<file path="src/rtl/tmr_irq_pkg.sv">
package tmr_irq_pkg;
  localparam int NSRC = 2;
  typedef enum int {SRC_OVF = 0, SRC_CMP = 1} src_e;
endpackage

</file>
<file path="src/rtl/tmr_irq_flag.sv">
// One pending flag: set has priority over clear.
module tmr_irq_flag (
  input  logic clk,
  input  logic rst,
  input  logic set_i,
  input  logic clr_i,
  output logic flag_o
);
  always_ff @(posedge clk) begin
    if (rst)        flag_o <= 1'b0;
    else if (set_i) flag_o <= 1'b1;
    else if (clr_i) flag_o <= 1'b0;
  end
endmodule

</file>
<file path="src/rtl/tmr_irq_regs.sv">
// Enable register, flag write-one-clear decode and registered readback.
module tmr_irq_regs #(
  parameter int DATA_W = 8,
  parameter int ADDR_W = 2,
  parameter int NSRC   = 2,
  parameter logic [ADDR_W-1:0] MASK_ADDR = '0,
  parameter logic [ADDR_W-1:0] FLAG_ADDR = 1
) (
  input  logic              clk,
  input  logic              rst,
  input  logic [ADDR_W-1:0] addr_i,
  input  logic              wr_i,
  input  logic              rd_i,
  input  logic [DATA_W-1:0] wdata_i,
  input  logic [NSRC-1:0]   flag_i,
  output logic [NSRC-1:0]   mask_o,
  output logic [NSRC-1:0]   wclr_o,
  output logic [DATA_W-1:0] rdata_o
);
  localparam int PAD_W = DATA_W - NSRC;

  logic hit_mask, hit_flag;
  logic unused_wbits;

  assign hit_mask     = (addr_i == MASK_ADDR);
  assign hit_flag     = (addr_i == FLAG_ADDR);
  assign unused_wbits = ^wdata_i[DATA_W-1:NSRC];
  assign wclr_o       = (wr_i && hit_flag) ? wdata_i[NSRC-1:0] : '0;

  always_ff @(posedge clk) begin
    if (rst)                   mask_o <= '0;
    else if (wr_i && hit_mask) mask_o <= wdata_i[NSRC-1:0];
  end

  always_ff @(posedge clk) begin
    if (rst) begin
      rdata_o <= '0;
    end else if (rd_i) begin
      if (hit_mask)      rdata_o <= {{PAD_W{1'b0}}, mask_o};
      else if (hit_flag) rdata_o <= {{PAD_W{1'b0}}, flag_i};
      else               rdata_o <= '0;
    end
  end
endmodule

</file>
<file path="src/rtl/tmr_irq_req.sv">
// Registered per-source request gating.
module tmr_irq_req #(
  parameter int NSRC = 2
) (
  input  logic            clk,
  input  logic            rst,
  input  logic            gie_i,
  input  logic [NSRC-1:0] mask_i,
  input  logic [NSRC-1:0] flag_i,
  output logic [NSRC-1:0] irq_o
);
  for (genvar g = 0; g < NSRC; g++) begin : g_req
    always_ff @(posedge clk) begin
      if (rst) irq_o[g] <= 1'b0;
      else     irq_o[g] <= gie_i & mask_i[g] & flag_i[g];
    end
  end
endmodule

</file>
<file path="src/rtl/tmr_irq_unit.sv">
module tmr_irq_unit #(
  parameter int DATA_W = 8,
  parameter int ADDR_W = 2,
  parameter logic [ADDR_W-1:0] MASK_ADDR = '0,
  parameter logic [ADDR_W-1:0] FLAG_ADDR = 1
) (
  input  logic                          clk,
  input  logic                          rst,
  input  logic                          cmp_match_i,
  input  logic                          cnt_ovf_i,
  input  logic                          cnt_bottom_rev_i,
  input  logic                          pwm_updown_i,
  input  logic                          gie_i,
  input  logic [ADDR_W-1:0]             bus_addr_i,
  input  logic                          bus_wr_i,
  input  logic                          bus_rd_i,
  input  logic [DATA_W-1:0]             bus_wdata_i,
  output logic [DATA_W-1:0]             bus_rdata_o,
  input  logic [tmr_irq_pkg::NSRC-1:0]  ack_i,
  output logic [tmr_irq_pkg::NSRC-1:0]  irq_o
);
  import tmr_irq_pkg::*;

  logic [NSRC-1:0] set_evt, clr_evt, wclr, mask_q, flag_q;

  // Overflow flag source depends on counting mode.
  assign set_evt[SRC_CMP] = cmp_match_i;
  assign set_evt[SRC_OVF] = pwm_updown_i ? cnt_bottom_rev_i : cnt_ovf_i;
  assign clr_evt          = wclr | ack_i;

  for (genvar g = 0; g < NSRC; g++) begin : g_flag
    tmr_irq_flag flag_i (
      .clk    (clk),
      .rst    (rst),
      .set_i  (set_evt[g]),
      .clr_i  (clr_evt[g]),
      .flag_o (flag_q[g])
    );
  end

  tmr_irq_regs #(
    .DATA_W    (DATA_W),
    .ADDR_W    (ADDR_W),
    .NSRC      (NSRC),
    .MASK_ADDR (MASK_ADDR),
    .FLAG_ADDR (FLAG_ADDR)
  ) regs_i (
    .clk     (clk),
    .rst     (rst),
    .addr_i  (bus_addr_i),
    .wr_i    (bus_wr_i),
    .rd_i    (bus_rd_i),
    .wdata_i (bus_wdata_i),
    .flag_i  (flag_q),
    .mask_o  (mask_q),
    .wclr_o  (wclr),
    .rdata_o (bus_rdata_o)
  );

  tmr_irq_req #(.NSRC(NSRC)) req_i (
    .clk    (clk),
    .rst    (rst),
    .gie_i  (gie_i),
    .mask_i (mask_q),
    .flag_i (flag_q),
    .irq_o  (irq_o)
  );
endmodule

</file>
<file path="config.mk">
export PLATFORM = sky130hd
export DESIGN_NAME = tmr_irq_unit
export DESIGN_NICKNAME = d
export VERILOG_FILES = /design/src/rtl/tmr_irq_pkg.sv /design/src/rtl/tmr_irq_flag.sv /design/src/rtl/tmr_irq_regs.sv /design/src/rtl/tmr_irq_req.sv /design/src/rtl/tmr_irq_unit.sv
export SDC_FILE = /design/constraint.sdc
export NUM_CORES = 1
export LEC_CHECK = 0
export ABC_CLOCK_PERIOD_IN_PS = 1300
export BUFFER_PORTS_ARGS = -buffer_cell sky130_fd_sc_hd__buf_4
export CORE_AREA = 2 2 39 41
export CTS_BUF_LIST = sky130_fd_sc_hd__clkbuf_16
export DETAILED_ROUTE_END_ITERATION = 8
export DIE_AREA = 0 0 41 43
export GPL_TIMING_DRIVEN = 0
export PLACE_DENSITY = 0.67
export SYNTH_ARGS = -nofsm -noshare
export SYNTH_HDL_FRONTEND = slang
export SYNTH_SLANG_ARGS = --single-unit
</file>
<file path="constraint.sdc">
create_clock -name clk -period 1.3 [get_ports clk]
set_input_delay 0.26 -clock clk [delete_from_list [all_inputs] [get_ports clk]]
set_output_delay 0.26 -clock clk [all_outputs]
set_load 0.1 [all_outputs]
</file>
==> run metrics <==
synth warn 0; layout cells sized above 1 56.7%; Clock Sinks 8; Setup Buffers After CTS 0; post-synthesis sequential area ratio between 30% and 40%; DRT Pass-1 Iters 5; top cells by area, synth dfxtp_1, mux2i_1, buf_4, nand2b_2, or3b_1; Max FO, Critical Path 2; IO Pins 31; Final Hold Slack 0.246 ns; EDFF count, synth 0; Final ANT Viol Nets 0; First DRT Iteration DRCs 7; status completed; DR DRC count 0; cell with the most instances after synthesis dfxtp_1; Wirelength per Cell slightly below 10 um; total power divided by cell area 1380 nW/um2; Clock Skew roughly 0.0016 ns; CORE AREA 1380 um2; post-cts sizing count 0; Critical Path Source Type flop; Max Root-Sink Buffers 2; #FFs+latches synth 8; fin crit period 1.08 ns; global-route wire length before repair around 1400 um; Primary FF master, synth dfxtp_1; Initial Utilization a little under a third; Final GP Congestion between 0.6 and 0.7; WL final slightly above 800 um; Buffers & Inverters on Critical Path 1; Layout Area Growth over Synthesis 57.3%; Mapped Cells about 40; clk_lat worst skew between 0.2 and 0.25 ns; syn_area_per_cell between 10 and 15 um2; root buffer cell clkbuf_16; max-slew violation count 0; setup TNS 0 ns; area of the die 1760 um2; row count 14; Worst Path Arrival between 0.8 and 0.9 ns; Reg2Reg Depth 2; Port Buf Inserts 18; register clock-pin slew on the reported worst setup and hold paths roughly 0.03 ns; initial antenna violation count 0; overflow left after global routing 0; CTS Hold Bufs 0; CP Capture Type output pin; routed vias between 300 and 400; Mapped Area ~440 um2; largest incremental delay on the critical path 0.31 ns; Antenna diodes 0; worst hold path type in -> reg; CTS buffer count 3; hold path depth 2; maximum capacitance violations 0; pin count of the biggest net entering global routing 11; worst-case vdd ir drop about 0.61 mV; cell type with the largest total area after synthesis dfxtp_1; critical path required time 1.04 ns; unrepaired setup endpoints after global routing false; CTS tree built; Crit Path Class reg -> out; Final Cycle Share 83.2%; Cell variety after synth 14; htree depth 1; die width 41 um; CP delay by family, top flip-flops; die height between 40 and 50 um; critical path depth in cells 1; post-DP HPWL ~660 um; worst path cell trace buf_4; Yosys top cell area share between 30% and 40%; final hold viol count 0; post-layout net count 90; FMAX slightly above 0.9 GHz; vias in the first global route 330; Leak about 0.34 nW; Worst R2R Setup Slack approximately 0.44 ns; Slowest cell on crit path dfxtp_2; commonest cells in the netlist dfxtp_1, buf_4, mux2i_1, nand2b_2; vias per cell 4.35; asr flop ratio synth 0%; GR Util All Layers between 10% and 20%; Setup violations, final 0
[worst paths after layout]
kind | start | to
setup reg to reg | g_flag[1].flag_i.flag_o | g_flag[1].flag_i.flag_o
setup / recovery | regs_i.rdata_o[0] | bus_rdata_o[0]
hold reg to reg | regs_i.rdata_o[0] | regs_i.rdata_o[0]
hold / removal | bus_rd_i | regs_i.rdata_o[1]
[placed cells by master (no fill, tap or decap)]
| master | n |
|---|---|
| and2b_2 | 1 |
| and3_1 | 2 |
| and4b_1 | 2 |
| buf_4 | 24 |
| buf_6 | 1 |
| clkbuf_16 | 3 |
| conb_1 | 6 |
| dfxtp_1 | 6 |
| dfxtp_2 | 2 |
| inv_1 | 3 |
| mux2i_1 | 5 |
| nand2b_2 | 4 |
| nor3b_2 | 1 |
| o22ai_2 | 2 |
| o32ai_1 | 2 |
| or3b_1 | 3 |
[logic make-up (layout without fill, tap and decap cells)]
family | count (synthesis) | count (layout) | synth area share [%]
AO/OA/AOI/OAI | 4 | 4 | 9.69
buffers and inverters | 10 | 31 | 15.4
flip-flops | 8 | 8 | 36.5
multiplexers | 5 | 5 | 11.4
other | 1 | 6 | 0.854
AND/OR/NAND/NOR | 13 | 13 | 26.2
[flip-flops by register name, indices dropped and copies added, names as in the netlist]
signal                count
regs_i.rdata_o            2
req_i.irq_o               2
g_flag.flag_i.flag_o      2
regs_i.mask_o             2
[through the flow]
step / setup slack [ns] / util [%] / power [mW] / area (um2) / instances
final: 0.219 / 49.9 / 0.953 / 691 / 83
after global routing: 0.197 / 49.9 / 0.986 / 691 / 83
after CTS: 0.211 / 49.9 / 0.965 / 691 / 83
after detailed placement: 0.266 / 44.5 / 0.452 / 616 / 80
after global placement: 0.269 / 44.5 / 0.451 / 616 / 80
after floorplan: 0.131 / - / 0.404 / 460 / 46
[routing by layer]
metal  GRT usage [%]  part of all wire (%)
met1            13.9                    37
met2            17.2                    53
met3            4.71                   6.9
met4            10.0                   2.7
met5               0                     0
[where the power goes]
| group | internal, mW | switching (mW) | total (mW) | leakage [nW] |
|---|---|---|---|---|
| clock | 0.396 | 0.110 | 0.505 | 0.0370 |
| combinational | 0.0674 | 0.118 | 0.185 | 0.234 |
| sequential | 0.256 | 0.00598 | 0.262 | 0.0663 |
[area by class of cell]
| cell class | instances | area [um2] |
|---|---|---|
| flip-flops and latches | 8 | 163 |
| inverters | 3 | 11.3 |
| fillers | 127 | 693 |
| clock buffers | 3 | 75.1 |
| plain buffers | 7 | 56.3 |
| repair buffers | 18 | 135 |
| multi-input cells | 28 | 230 |
| well taps | 16 | 20.0 |
Power figures use the tool's default switching activity.
